### src/rtl/cmdp_pkg.sv
package cmdp_pkg;
  localparam int WORD_W    = 32;
  localparam int SUB_W     = 3;
  localparam int MIDX_W    = 13;
  localparam int MADDR_W   = MIDX_W + 2;
  localparam int NCNT_W    = 13;
  localparam int OCNT_W    = 11;
  localparam int CNT_W     = NCNT_W;
  localparam int IMM_W     = NCNT_W;
  localparam int SUB_LSB   = MIDX_W;
  localparam int NCNT_LSB  = SUB_LSB + SUB_W;
  localparam int OCNT_LSB  = NCNT_LSB + 2;
  localparam int OP_LSB    = NCNT_LSB + NCNT_W;

  typedef enum logic [1:0] {
    K_BAD = 2'd0,
    K_INC = 2'd1,
    K_FIX = 2'd2,
    K_IMM = 2'd3
  } hkind_e;

  typedef struct packed {
    hkind_e               kind;
    logic [SUB_W-1:0]     sub;
    logic [MADDR_W-1:0]   maddr;
    logic [CNT_W-1:0]     cnt;
    logic [WORD_W-1:0]    imm;
  } hdr_t;

  typedef struct packed {
    logic [SUB_W-1:0]     sub;
    logic [MADDR_W-1:0]   maddr;
    logic [WORD_W-1:0]    data;
  } mwr_t;

  // Newer layout: opcode | count | subchannel | dword index
  function automatic hdr_t unpack_new(logic [WORD_W-1:0] w);
    hdr_t h;
    h       = '0;
    h.sub   = w[SUB_LSB +: SUB_W];
    h.maddr = {w[MIDX_W-1:0], 2'b00};
    h.cnt   = w[NCNT_LSB +: NCNT_W];
    h.imm   = {{(WORD_W-IMM_W){1'b0}}, w[NCNT_LSB +: IMM_W]};
    case (w[OP_LSB +: 3])
      3'b001:  h.kind = K_INC;
      3'b011:  h.kind = K_FIX;
      3'b100:  h.kind = K_IMM;
      default: h.kind = K_BAD;
    endcase
    return h;
  endfunction

  // Older layout: direction bit 30 | count | subchannel | byte address
  function automatic hdr_t unpack_old(logic [WORD_W-1:0] w);
    hdr_t h;
    h       = '0;
    h.sub   = w[SUB_LSB +: SUB_W];
    h.maddr = {{(MADDR_W-MIDX_W){1'b0}}, w[MIDX_W-1:0]};
    h.cnt   = {{(CNT_W-OCNT_W){1'b0}}, w[OCNT_LSB +: OCNT_W]};
    if (w[31] || w[29])
      h.kind = K_BAD;
    else if (w[30])
      h.kind = K_FIX;
    else
      h.kind = K_INC;
    return h;
  endfunction

  function automatic logic [MADDR_W-1:0] step_addr(logic [MADDR_W-1:0] a, logic incr);
    return incr ? a + MADDR_W'(4) : a;
  endfunction
endpackage

### src/rtl/cmdp_hdr_unpack.sv
module cmdp_hdr_unpack
  import cmdp_pkg::*;
(
  input  logic [WORD_W-1:0] word,
  input  logic              fmt_new,
  output hdr_t              hdr
);
  hdr_t hdr_n;
  hdr_t hdr_o;

  always_comb begin
    hdr_n = unpack_new(word);
    hdr_o = unpack_old(word);
    hdr   = fmt_new ? hdr_n : hdr_o;
  end
endmodule

### src/rtl/cmdp_burst_seq.sv
module cmdp_burst_seq
  import cmdp_pkg::*;
(
  input  logic              clk,
  input  logic              rst,
  input  logic              in_fire,
  input  logic [WORD_W-1:0] in_word,
  input  hdr_t              hdr,
  output logic              wr_evt,
  output mwr_t              wr,
  output logic              err
);
  typedef enum logic {PH_HDR = 1'b0, PH_DATA = 1'b1} phase_e;

  phase_e             phase;
  logic [CNT_W-1:0]   remain;
  logic [MADDR_W-1:0] cur_addr;
  logic [SUB_W-1:0]   cur_sub;
  logic               cur_incr;
  logic               err_q;

  // named internal events
  logic hdr_fire, data_fire, bad_evt, imm_evt, open_evt, zero_evt, last_evt;
  logic is_burst;

  always_comb begin
    hdr_fire  = in_fire && (phase == PH_HDR);
    data_fire = in_fire && (phase == PH_DATA);
    is_burst  = (hdr.kind == K_INC) || (hdr.kind == K_FIX);
    bad_evt   = hdr_fire && (hdr.kind == K_BAD);
    imm_evt   = hdr_fire && (hdr.kind == K_IMM);
    open_evt  = hdr_fire && is_burst && (hdr.cnt != '0);
    zero_evt  = hdr_fire && is_burst && (hdr.cnt == '0);
    last_evt  = data_fire && (remain == CNT_W'(1));
  end

  always_comb begin
    wr_evt = imm_evt || data_fire;
    if (imm_evt) begin
      wr.sub   = hdr.sub;
      wr.maddr = hdr.maddr;
      wr.data  = hdr.imm;
    end else begin
      wr.sub   = cur_sub;
      wr.maddr = cur_addr;
      wr.data  = in_word;
    end
  end

  always_ff @(posedge clk) begin
    if (rst) begin
      phase    <= PH_HDR;
      remain   <= '0;
      cur_addr <= '0;
      cur_sub  <= '0;
      cur_incr <= 1'b0;
      err_q    <= 1'b0;
    end else begin
      if (open_evt) begin
        phase    <= PH_DATA;
        remain   <= hdr.cnt;
        cur_addr <= hdr.maddr;
        cur_sub  <= hdr.sub;
        cur_incr <= (hdr.kind == K_INC);
      end else if (data_fire) begin
        remain   <= remain - CNT_W'(1);
        cur_addr <= step_addr(cur_addr, cur_incr);
        if (last_evt)
          phase <= PH_HDR;
      end
      if (bad_evt)
        err_q <= 1'b1;
    end
  end

  assign err = err_q;

  AST_BURST_STEP: assert property (@(posedge clk) disable iff (rst)
    data_fire && cur_incr && !last_evt |=> cur_addr == $past(cur_addr) + MADDR_W'(4));
  AST_DATA_COUNT: assert property (@(posedge clk) disable iff (rst)
    phase == PH_DATA |-> remain != '0);
  AST_FIXED_ADDR: assert property (@(posedge clk) disable iff (rst)
    data_fire && !cur_incr && !last_evt |=> cur_addr == $past(cur_addr));
  AST_IMM_NO_DATA: assert property (@(posedge clk) disable iff (rst)
    imm_evt |=> phase == PH_HDR);
  AST_ERR_STICKY: assert property (@(posedge clk) disable iff (rst)
    err_q |=> err_q);
  AST_BAD_NO_WRITE: assert property (@(posedge clk) disable iff (rst)
    bad_evt |=> phase == PH_HDR && err_q);
  AST_ZERO_CNT: assert property (@(posedge clk) disable iff (rst)
    zero_evt |=> phase == PH_HDR);
endmodule

### src/rtl/cmdp_out_reg.sv
module cmdp_out_reg
  import cmdp_pkg::*;
(
  input  logic clk,
  input  logic rst,
  input  logic load,
  input  mwr_t wr_in,
  input  logic out_ready,
  output logic out_valid,
  output mwr_t wr_q,
  output logic can_take
);
  always_comb can_take = !out_valid || out_ready;

  always_ff @(posedge clk) begin
    if (rst) begin
      out_valid <= 1'b0;
    end else if (load) begin
      out_valid <= 1'b1;
    end else if (out_ready) begin
      out_valid <= 1'b0;
    end
  end

  always_ff @(posedge clk) begin
    if (load)
      wr_q <= wr_in;
  end

  AST_STALL_HOLD: assert property (@(posedge clk) disable iff (rst)
    out_valid && !out_ready |=> out_valid && $stable(wr_q));
  AST_NO_OVERWRITE: assert property (@(posedge clk) disable iff (rst)
    load |-> (!out_valid || out_ready));
endmodule

### src/rtl/cmd_hdr_decoder.sv
module cmd_hdr_decoder
  import cmdp_pkg::*;
(
  input  logic               clk,
  input  logic               rst,
  input  logic               fmt_new,
  input  logic               in_valid,
  output logic               in_ready,
  input  logic [WORD_W-1:0]  in_word,
  output logic               out_valid,
  input  logic               out_ready,
  output logic [SUB_W-1:0]   out_subch,
  output logic [MADDR_W-1:0] out_maddr,
  output logic [WORD_W-1:0]  out_data,
  output logic               err_flag
);
  hdr_t hdr;
  mwr_t seq_wr;
  mwr_t held_wr;
  logic seq_wr_evt;
  logic can_take;
  logic in_fire;

  assign in_ready = can_take;
  assign in_fire  = in_valid && can_take;

  cmdp_hdr_unpack u_unpack (
    .word    (in_word),
    .fmt_new (fmt_new),
    .hdr     (hdr)
  );

  cmdp_burst_seq u_seq (
    .clk     (clk),
    .rst     (rst),
    .in_fire (in_fire),
    .in_word (in_word),
    .hdr     (hdr),
    .wr_evt  (seq_wr_evt),
    .wr      (seq_wr),
    .err     (err_flag)
  );

  cmdp_out_reg u_out (
    .clk       (clk),
    .rst       (rst),
    .load      (seq_wr_evt),
    .wr_in     (seq_wr),
    .out_ready (out_ready),
    .out_valid (out_valid),
    .wr_q      (held_wr),
    .can_take  (can_take)
  );

  assign out_subch = held_wr.sub;
  assign out_maddr = held_wr.maddr;
  assign out_data  = held_wr.data;

  AST_WRITE_NEXT: assert property (@(posedge clk) disable iff (rst)
    seq_wr_evt |=> out_valid);
  AST_READY_STALL: assert property (@(posedge clk) disable iff (rst)
    in_valid && !in_ready |=> out_valid);
endmodule

### config.mk
export PLATFORM = sky130hd
export DESIGN_NAME = cmd_hdr_decoder
export DESIGN_NICKNAME = d
export VERILOG_FILES = /design/src/rtl/cmdp_pkg.sv /design/src/rtl/cmdp_hdr_unpack.sv /design/src/rtl/cmdp_burst_seq.sv /design/src/rtl/cmdp_out_reg.sv /design/src/rtl/cmd_hdr_decoder.sv
export SDC_FILE = /design/constraint.sdc
export NUM_CORES = 1
export LEC_CHECK = 0
export BUFFER_PORTS_ARGS = -buffer_cell sky130_fd_sc_hd__buf_4
export CAP_MARGIN = 20
export CORE_ASPECT_RATIO = 0.5
export CORE_UTILIZATION = 55
export DETAILED_ROUTE_END_ITERATION = 7
export PLACE_DENSITY = 0.8
export SLEW_MARGIN = 20
export SYNTH_ARGS = -nofsm -noshare
export SYNTH_HDL_FRONTEND = slang
export SYNTH_SLANG_ARGS = --single-unit
### constraint.sdc
create_clock -name clk -period 5.2 [get_ports clk]
set_clock_uncertainty 0.2 [all_clocks]
set_input_delay 1.04 -clock clk [delete_from_list [all_inputs] [get_ports clk]]
set_output_delay 1.04 -clock clk [all_outputs]
set_load 0.03 [all_outputs]
=== Word level (Yosys, flattened, before mapping) ===
Index checks and enable logic that the tools add are counted.

* $add $sub $neg: 2
* Eq/ne operators: 7
* Mux-type cells: 15
* Bitwise gates (word level): 1
* Reductions and logical operators: 21

{| class="wikitable"
|+ Operators by type and width
! operator !! number
|-
| two-way mux 65 bit || 1
|-
| two-way mux 50 bit || 1
|-
| two-way mux 15 bit || 3
|-
| two-way mux 13 bit || 2
|-
| adder 15 x 3 -> 15 bit, second input constant || 1
|-
| equality test 13 x 1 -> 1 bit, second input constant || 1
|-
| nonzero test 13 bit || 1
|-
| subtractor 13 x 1 -> 13 bit, second input constant || 1
|-
| logical AND 1 bit || 8
|-
| nonzero test 2 bit || 4
|-
| one-hot mux 2 bit (3 select lines) || 1
|-
| two-way mux 1 bit || 5
|-
| equality test 2 bit, second input constant || 2
|-
| logical OR 1 bit || 4
|-
| two-way mux 2 bit || 2
|-
| AND reduction 2 bit || 2
|-
| equality test 3 x 1 -> 1 bit, second input constant || 1
|-
| equality test 3 x 2 -> 1 bit, second input constant || 1
|-
| equality test 3 bit, second input constant || 1
|-
| equality test 2 x 1 -> 1 bit, second input constant || 1
|-
| logical NOT 2 bit || 1
|-
| logical NOT 1 bit || 1
|-
| inverter 1 bit || 1
|}

* Register bits: 85
* Output and inout port bits: 53
* Word-level logic and storage cells: 56

=== Logic depth before layout (Yosys ltp) ===
Gate-level depths: netlist of the first run.

* Depth after elaboration: 9
* Mapped depth: 12
* Depth with buffers taken out: 8

=== Cells and area by module ===
A second synthesis of the first run with hierarchy kept.

* Cell total of the unflattened synthesis: 420
* Area total of the unflattened synthesis: 4,729.5 µm²

{| class="wikitable"
|+ Modules (own cells, without submodules)
! module !! instances !! cells each !! area each (µm²)
|-
| cmdp_burst_seq || 1 || 287 || 2,537.4
|-
| cmdp_out_reg || 1 || 54 || 1,547.7
|-
| cmdp_hdr_unpack || 1 || 78 || 638.1
|-
| cmd_hdr_decoder || 1 || 1 || 6.3
|}

=== Worst setup path after synthesis of the first run ===
No wires, ideal clock.

* Kind: in2reg
* Start point: in fmt_new
* End point: reg u_out.wr_q[0] (netlist bit) (enable)
* Library setup time: 0.409 ns
* Arrival: 3.799 ns
* Slack: 0.793 ns
* Stages: 11
* Buffers on the path: 5
* Cell sequence: clkbuf_1 buf_2 buf_1 nand2_1 a21o_1 inv_1 ha_1 nand2_1 clkbuf_1 buf_2 nand2_1

* Longest elaborated chain between the ends: 4

{| class="wikitable"
|+ Ends and longest elaborated chain
! element !! RTL line !! text
|-
| start, declared || cmd_hdr_decoder.sv:6 || <nowiki>input logic fmt_new,</nowiki>
|-
| two-way mux 65 bit || cmdp_hdr_unpack.sv:14 || <nowiki>hdr = fmt_new ? hdr_n : hdr_o;</nowiki>
|-
| equality test 2 bit || cmdp_burst_seq.sv:31 || <nowiki>imm_evt = hdr_fire && (hdr.kind == K_IMM);</nowiki>
|-
| logical AND 1 bit || cmdp_burst_seq.sv:31 ||
|-
| logical OR 1 bit || cmdp_burst_seq.sv:38 || <nowiki>wr_evt = imm_evt || data_fire;</nowiki>
|-
| via seq_wr_evt || cmd_hdr_decoder.sv:20 || <nowiki>logic seq_wr_evt;</nowiki>
|-
| end signal, assigned || cmdp_out_reg.sv:27 || <nowiki>wr_q <= wr_in;</nowiki>
|-
| end, declared || cmdp_out_reg.sv:10 || <nowiki>output mwr_t wr_q,</nowiki>
|}

The timed path passes the listed nets, and every way through them passes these cells.
A chain may end at the register's enable or synchronous reset.

=== Worst setup path in the final report of the first run ===
* Start point: in fmt_new
* End point: reg u_out.wr_q[15] (netlist bit) (enable)

The elaborated chain is that of the path after synthesis.

==> qor_table.md, run 1 <==
| Step | Item | Value |
|:---|:---|:---|
| outcome | Result of the run | finished clean |
| placement | Port Buffer Count | 89 |
| worst setup path | Category of the worst setup path capture point | register |
| timing | Transition at the pin with the smallest max-transition slack | 0.959 ns |
| timing | Slew HR | 35.9% |
| cts | Num Clock Sinks | 85 |
| worst setup path | Cell repeated most along the worst path | nand2_2 |
| worst setup path | Largest fanout of any net on the critical path | 51 |
| synthesis | #FFs+latches synth | 85 |
| cts | Source-to-sink clock delay at the later pin of the worst-skew pair | 0.35 ns |
| cts | Quantity of gates resized following cts | 0 |
| synthesis | Netlist area before placement | 4220 µm² |
| cts | Worst-case clock buffer depth | 2 |
| final layout | Layout net count | 532 |
| synthesis | Leading cell types by total area after synthesis | edfxtp_1, dfxtp_1, nand2_1, o21ai_0, mux2i_1 |
| cts | Total of hold buffers inserted after clock tree synthesis | 0 |
| final layout | Ratio of cells with drive above 1 in the final layout | 25.7% |
| floorplan | Core region area | 7380 µm² |
| grt | Antenna violations before repair | 0 |
| synthesis | Total of warnings raised by yosys | 0 |
| synthesis | Number of distinct standard cells referenced by the synthesized netlist | 53 |
| worst setup path | Critical path required time | 5.04 ns |
| grt | Number of global-route vias before repair | 3110 |
| synthesis | Register area share after synthesis | 52.2% |
| cts | Clock-pin slew reported for the worst setup and hold paths after clock tree synthesis | 0.06 ns |
| worst setup path | Longest individual stage delay on the worst path | 0.58 ns |
| worst setup path | WP data arrival | 3.53 ns |
| synthesis | Leading register cell type out of synthesis | edfxtp_1 |
| final layout | Count of antenna diodes in the layout | 0 |
| floorplan | I/O Pins | 90 |
| floorplan | Standard-cell row count | 22 |
| pwr | Pwr Density | 333 nW/µm² |
| timing | Min Clock Period, post-route | 3.69 ns |
| drt | DRC marker count from the first detailed-route iteration | 317 |
| timing | # setup viols final | 0 |
| cts | CTS tree | yes |
| synthesis | Net count after synthesis | 455 |
| floorplan | Vertical die dimension | 63.9 µm |
| final layout | Utilization after layout | 70.7% |
| worst setup path | Critical path launch point type | input pin |
| drt | Remaining DRCs | 0 |
| synthesis | Async set-reset flop share out of synthesis | 0% |
| timing | Endpoints failing hold | 0 |
| timing | Achievable clock frequency | 0.271 GHz |
| drt | Vias per inst | 5.77 |
| floorplan | Starting Density | 57.2% |
| run | Number of maximum-capacitance violations | 0 |
| cts | CTS Root Buffer Type | clkbuf_16 |
| synthesis | Area fraction of the dominant cell type after synthesis | 35.6% |
| drt | Routed vias | 3407 |
| synthesis | Post-synthesis average cell area | 10.2 µm² |
| synthesis | Cell accounting for the most synthesized area | edfxtp_1 |
| drt | Drt pass-1 iters | 5 |
| min path | Path type of the worst min-delay path | register to register |
| synthesis | Post-synth EDFFs | 50 |
| final layout | Most used cells in the layout excluding fill and tap cells | buf_4, nand2_1, edfxtp_1 |
| pwr | Worst-case vdd ir drop | 0.172 mV |
| final layout | Commonest non-fill, non-tap cell in the layout | buf_4 |
| worst setup path | Worst setup path class | input pin to register |
| drt | Post-DRT Antenna Nets | 0 |
| timing | Max Slew Vio Count | 0 |
| drt | Total Routed Length | 9.84 mm |
| grt | Overall overflow remaining after global route | 0 |
| floorplan | Die ar. | 8050 µm² |
| cts | Post-CTS setup buffer count | 0 |
| drt | Wire per inst | 16.7 µm |
| grt | Pin count of the biggest net entering global routing | 52 |
| placement | Detailed-placement wirelength estimate | 6.91 mm |
| timing | Post-route clock period utilization | 71.0% |
| cts | H-tree levels | 3 |
| pwr | Leakage power figure | 2.06 nW |
| timing | Aggregate negative setup slack | 0 ns |
| placement | Gpl congestion | 0.848 |
| worst setup path | Delay-heaviest family, CP | simple AND/OR/NAND/NOR gates |
| timing | RSZ-0062 raised after global routing | false |
| worst setup path | Slowest cell on the critical path | nand2_2 |
| worst setup path | Critical path cell sequence | buf_4 > or3_1 > a21o_1 > inv_1 > ha_1 > nand2_2 > nand2_2 > buf_12 |
| cts | Cts bufs inserted | 9 |
| floorplan | X dimension of the die | 126 µm |
| worst setup path | Buf+Inv Stages, Crit Path | 3 |
| final layout | Area Overhead vs Synth | 23.7% |
| grt | Overall Global Routing Usage | 25.9% |
| synthesis | Gate count of the mapped netlist | 412 |
| grt | Global-route wire length before repair | 15.6 mm |
layout make-up:
cell class	instances	area, µm²
fill	587	2160
inverter	11	41.3
timing repair buffer	92	703
tap	96	120
multi-input combinational	290	1840
clock buffer	11	233
clock inverter	5	76.3
sequential	85	2200
logic make-up (layout without fill, tap and decap cells):
logic type / after synthesis / in the layout / share of synthesized area, %
AOI/OAI and AO/OA: 89 / 89 / 14.8
xor gates and xnor gates: 15 / 15 / 3.11
adders and majority gates: 6 / 6 / 1.78
buffers and inverters: 37 / 119 / 4.27
DFF: 85 / 85 / 52.2
muxes: 16 / 16 / 3.88
and+or+nand+nor: 164 / 164 / 20.0
worst register-to-register path, stage by stage, from the launching register on:
cell	delay (ns)
dfxtp_1	0.30
nor2b_1	0.16
nor3b_4	0.37
nand2_2	0.52
nand2_2	0.59
buf_12	0.27
report_power, final:
part           total [W]  internal, W  switching (W)
registers       0.000786     0.000758      0.0000281
clock network   0.000675     0.000418       0.000257
logic           0.000278     0.000111       0.000167
total            0.00174      0.00129       0.000451
sequential cells by signal (all words and copies together) (netlist names):
signal           cells
u_seq.cur_incr       1
u_out.out_valid      1
u_seq.cur_sub        3
u_out.wr_q          50
u_seq.phase          1
u_seq.remain        13
u_seq.err            1
u_seq.cur_addr      15
through the flow:
step	total power, W	worst slack (ns)	instance area [µm²]	hold WS, ns	instances
floorplan	0.000984	0.793	4220	0.233	412
global placement	0.00107	1.29	4910	0.242	574
detailed placement	0.00107	1.17	4910	0.250	574
CTS	0.00174	1.52	5220	0.260	590
global route	0.00180	1.32	5220	0.280	590
finish	0.00174	1.51	5220	0.263	590
path summary, 6_finish.rpt:
kind,startpoint,end,slack [ns],cells after the start
setup / recovery,fmt_new,u_out.wr_q[15]$_SDFFCE_PP0P_,1.51,8
hold / removal,u_seq.cur_sub[1]$_SDFFE_PP0P_,u_seq.cur_sub[1]$_SDFFE_PP0P_,0.26,2
setup reg to reg,u_out.out_valid$_SDFFE_PP0P_,u_out.wr_q[15]$_SDFFCE_PP0P_,2.44,5
hold reg to reg,u_seq.cur_sub[1]$_SDFFE_PP0P_,u_seq.cur_sub[1]$_SDFFE_PP0P_,0.26,2
synthesized netlist by cell type (6+ instances only):
cell and number:
a211oi_2 6, and3_1 9, dfxtp_1 35, buf_2 6
nor3_1 12, nand3_1 8, a21oi_1 18, inv_1 11
nand2b_1 13, a211oi_1 8, nand2_1 66, and2_1 20
nor2_1 12, xnor2_1 7, ha_1 6, mux2i_1 13
clkbuf_1 13, nand4_1 10, o21ai_0 32, edfxtp_1 50
xor2_1 8
routing by layer:
| layer | up-vias | GRT usage [%] | part of all wire, % | routed length [µm] |
|---|---|---|---|---|
| li1 | 1645 | - | - | - |
| met5 | - | 0 | 0 | 0 |
| met1 | 1608 | 35.5 | 47 | 4590 |
| met4 | 0 | 11.0 | 1.8 | 173 |
| met3 | 17 | 6.78 | 7.7 | 753 |
| met2 | 137 | 39.2 | 44 | 4320 |
Power figures use the tool's default switching activity.
==> run 2, diff against run 1 <==
- ABC_AREA: not set -> 1
- CORE_UTILIZATION: 55 -> 50
- PLACE_DENSITY: 0.8 -> 0.76
- clock period: 5.2 -> 3.1 ns (I/O delays scaled with it)
==> run 2 against run 1 <==
Compared with the run above: flip-flop and latch count stayed put; register-to-register slack lost 1.3 ns; setup slack got worse by 0.97 ns; global-route usage is 0.46 points lower; die area rose by 18%; critical path type unchanged; critical endpoint is now u_seq.cur_addr[4]$_SDFFE_PP0P_.
==> qor_table.md, run 2 <==
| Step | Item | Value | Delta |
|:---|:---|:---|:---|
| worst setup path | WP data arrival | 2.60 ns | -0.93 ns |
| synthesis | #FFs+latches synth | 85 | unchanged |
| placement | Detailed-placement wirelength estimate | 8.61 mm | +25% |
| synthesis | Leading register cell type out of synthesis | edfxtp_1 |  |
| placement | Gpl congestion | 0.946 | +12% |
| floorplan | Vertical die dimension | 69.5 µm | +8.6% |
| drt | Drt pass-1 iters | 5 | unchanged |
| final layout | Regs by FF count | u_out.wr_q (50), u_seq.cur_addr (15), u_seq.remain (13) |  |
| final layout | Most used cells in the layout excluding fill and tap cells | nand2_1, buf_4, inv_1 |  |
| timing | Slew HR | 56.2% | +20 points |
| grt | Global-route wire length before repair | 18.4 mm | +18% |
| cts | Worst-case clock buffer depth | 2 | unchanged |
| cts | Clock-pin slew reported for the worst setup and hold paths after clock tree synthesis | 0.06 ns | about the same |
| drt | Vias per inst | 5.14 | -11% |
| min path | Path type of the worst min-delay path | register to register |  |
| drt | Met2 routed WL | 4.75 mm | +10% |
| final layout | Max reg flops | 50 | unchanged |
| synthesis | Cell accounting for the most synthesized area | edfxtp_1 |  |
| placement | Port Buffer Count | 89 | unchanged |
| timing | Endpoints failing hold | 0 | unchanged |
| cts | Quantity of gates resized following cts | 0 | unchanged |
| pwr | Pwr Density | 565 nW/µm² | +70% |
| synthesis | Leading cell types by total area after synthesis | edfxtp_1, dfxtp_1, nand2_1, o21ai_0, inv_1 |  |
| floorplan | X dimension of the die | 137 µm | +8.8% |
| grt | Pin count of the biggest net entering global routing | 51 | -1.9% |
| worst setup path | Critical path required time | 3.13 ns | -1.91 ns |
| cts | Cts bufs inserted | 9 | unchanged |
| floorplan | Starting Density | 51.9% | -5.3 points |
| cts | Source-to-sink clock delay at the later pin of the worst-skew pair | 0.34 ns | about the same |
| grt | Antenna violations before repair | 0 | unchanged |
| drt | Routed vias | 4134 | +21% |
| worst setup path | Startpoint of the most critical register-to-register path | u_out.out_valid$_SDFFE_PP0P_ |  |
| outcome | Result of the run | finished clean |  |
| final layout | Count of antenna diodes in the layout | 0 | unchanged |
| run | Number of maximum-capacitance violations | 0 | unchanged |
| drt | Topmost layer with routed signal wires | met4 |  |
| cts | Post-CTS setup buffer count | 0 | unchanged |
| drt | Total Routed Length | 11.6 mm | +18% |
| pwr | Leakage power figure | 2.72 nW | +32% |
| worst setup path | Largest fanout of any net on the critical path | 16 | -69% |
| worst setup path | Critical Path Sink | u_seq.cur_addr[4]$_SDFFE_PP0P_ |  |
| synthesis | Register area share after synthesis | 48.4% | -3.8 points |
| worst setup path | Startpoint of the worst setup timing path | fmt_new |  |
| synthesis | Net count after synthesis | 638 | +40% |
| timing | Achievable clock frequency | 0.390 GHz |  |
| synthesis | Netlist area before placement | 4550 µm² | +7.9% |
| drt | M1 wire length | 5.50 mm | +20% |
| synthesis | Top-count cell post-synth | nand2_1 |  |
| synthesis | Gate count of the mapped netlist | 595 | +44% |
| worst setup path | Reg-to-reg slack, setup | 1.19 ns | -1.25 ns |
| worst setup path | Worst setup path class | input pin to register |  |
| final layout | Commonest non-fill, non-tap cell in the layout | nand2_1 |  |
| timing | RSZ-0062 raised after global routing | false |  |
| worst setup path | Category of the worst setup path capture point | register |  |
| synthesis | List of most frequent post-synthesis cells | nand2_1, inv_1, nor2_1, o21ai_0, edfxtp_1 |  |
| synthesis | Area fraction of the dominant cell type after synthesis | 33.0% | -2.6 points |
| cts | Total of hold buffers inserted after clock tree synthesis | 0 | unchanged |
| drt | DRC marker count from the first detailed-route iteration | 405 | +28% |
| synthesis | Number of distinct standard cells referenced by the synthesized netlist | 31 | -42% |
| floorplan | I/O Pins | 90 | unchanged |
| timing | Transition at the pin with the smallest max-transition slack | 0.658 ns | -0.302 ns |
| grt | Overall overflow remaining after global route | 0 | unchanged |
| drt | Wire per inst | 14.4 µm | -13% |
| cts | CTS tree | yes |  |
| final layout | Ratio of cells with drive above 1 in the final layout | 19.5% | -6.2 points |
| synthesis | Total of warnings raised by yosys | 0 | unchanged |
| timing | Hold_ws | 0.251 ns | -0.0116 ns |
| final layout | Layout net count | 726 | +36% |
| floorplan | Standard-cell row count | 24 | +9.1% |
| worst setup path | Endpoint of the worst-slack reg-to-reg timing path | u_out.wr_q[48]$_DFFE_PP_ |  |
| cts | Num Clock Sinks | 85 | unchanged |
| final layout | Most flop-heavy register | u_out.wr_q |  |
| cts | CTS Root Buffer Type | clkbuf_16 |  |
| final layout | Area Overhead vs Synth | 24.8% |  |
| worst setup path | Length in cells of the worst reg-to-reg path | 4 | -1 |
| grt | Overall Global Routing Usage | 25.5% | -0.46 points |
| timing | Post-route clock period utilization | 82.7% |  |
| grt | Number of global-route vias before repair | 3646 | +17% |
| drt | Post-DRT Antenna Nets | 0 | unchanged |
| timing | Min Clock Period, post-route | 2.56 ns |  |
| synthesis | Post-synthesis average cell area | 7.65 µm² | -25% |
| synthesis | Async set-reset flop share out of synthesis | 0% | unchanged |
| drt | Sum of met3 wire segment lengths after detailed routing | 1.19 mm | +58% |
| synthesis | Post-synth EDFFs | 50 | unchanged |
| worst setup path | Critical path launch point type | input pin |  |
| pwr | Worst-case vdd ir drop | 0.306 mV | +78% |
| floorplan | Core region area | 8770 µm² | +19% |
| drt | Remaining DRCs | 0 | unchanged |
| floorplan | Die ar. | 9510 µm² | +18% |
| timing | Max Slew Vio Count | 0 | unchanged |
| cts | H-tree levels | 3 | unchanged |
| timing | # setup viols final | 0 | unchanged |
| timing | Aggregate negative setup slack | 0 ns | unchanged |
==> run 2: cell count changes in the layout (fill, tap and decap cells not counted), sizes merged, moves of 13 or more <==
cell	before	now
a211oi	14	0
and2	21	2
inv	11	70
mux2i	13	0
nand2	66	182
nand2b	13	0
nand3	8	30
nor2	12	66
o21ai	32	60
==> run 2: metrics by stage <==
step           std cells  total power, W  worst slack (ns)  utilization [%]  area (µm²)
6_report             805         0.00321             0.537             64.8        5680
4_1_cts              805         0.00321             0.563             64.8        5680
5_1_grt              805         0.00335             0.325             64.8        5680
2_1_floorplan        595         0.00183            0.0740                -        4560
3_5_place_dp         789         0.00205             0.230             61.0        5350
3_3_place_gp         789         0.00204             0.262             61.0        5350
==> run 2: power breakdown <==
part / internal, W / leakage (nW) / switching [W] / total (W)
clock: 0.000731 / 0.156 / 0.000444 / 0.00117
sequential: 0.00130 / 0.748 / 0.0000581 / 0.00136
combinational: 0.000246 / 1.82 / 0.000434 / 0.000680
total: 0.00227 / 2.72 / 0.000936 / 0.00321
==> run 2: cells by family after synthesis <==
logic type	share of synthesized area [%]
adder cells (fa/ha/maj)	1.65
AND/OR/NAND/NOR	26.4
buffers and inverters	8.82
AO/OA/AOI/OAI	11.7
XOR/XNOR	3.08
flip-flops	48.4
==> run 2: per-layer routing <==
layer | global-route usage (%) | up-vias
li1 | - | 2083
met1 | 38.9 | 1843
met2 | 36.0 | 189
met3 | 5.26 | 19
met4 | 7.45 | 0
met5 | 0 | -
==> run 2: critical path, stage by stage <==
cell	delay, ns
buf_4	0.09
inv_2	0.04
buf_4	0.16
nand2_1	0.06
o21ai_0	0.07
inv_1	0.07
and2_1	0.17
inv_1	0.06
ha_1	0.29
inv_1	0.11
nor2_4	0.06
nand2_2	0.20
buf_4	0.28
nand2_1	0.07
nand2_1	0.07
nand2_1	0.05
nand2_1	0.07
nor2_1	0.04
==> run 2: worst min path at each step <==
stage                                            from  depth (start not counted)                     endpoint
after CTS                      u_seq.err$_SDFFE_PP0P_                          2       u_seq.err$_SDFFE_PP0P_
after global routing           u_seq.err$_SDFFE_PP0P_                          2       u_seq.err$_SDFFE_PP0P_
after floorplan           u_seq.cur_incr$_SDFFE_PP0P_                          2  u_seq.cur_incr$_SDFFE_PP0P_
after global placement         u_seq.err$_SDFFE_PP0P_                          2       u_seq.err$_SDFFE_PP0P_
after detailed placement       u_seq.err$_SDFFE_PP0P_                          2       u_seq.err$_SDFFE_PP0P_
final                          u_seq.err$_SDFFE_PP0P_                          2       u_seq.err$_SDFFE_PP0P_
==> run 2: area by class of cell <==
cell class                 count  area [µm²]
multi-input combinational    413        1960
sequential                    85        2200
clock inverter                 5        85.1
tap                          117         146
fill                         751        3090
timing repair buffer         104         781
inverter                      70         263
clock buffer                  11         243
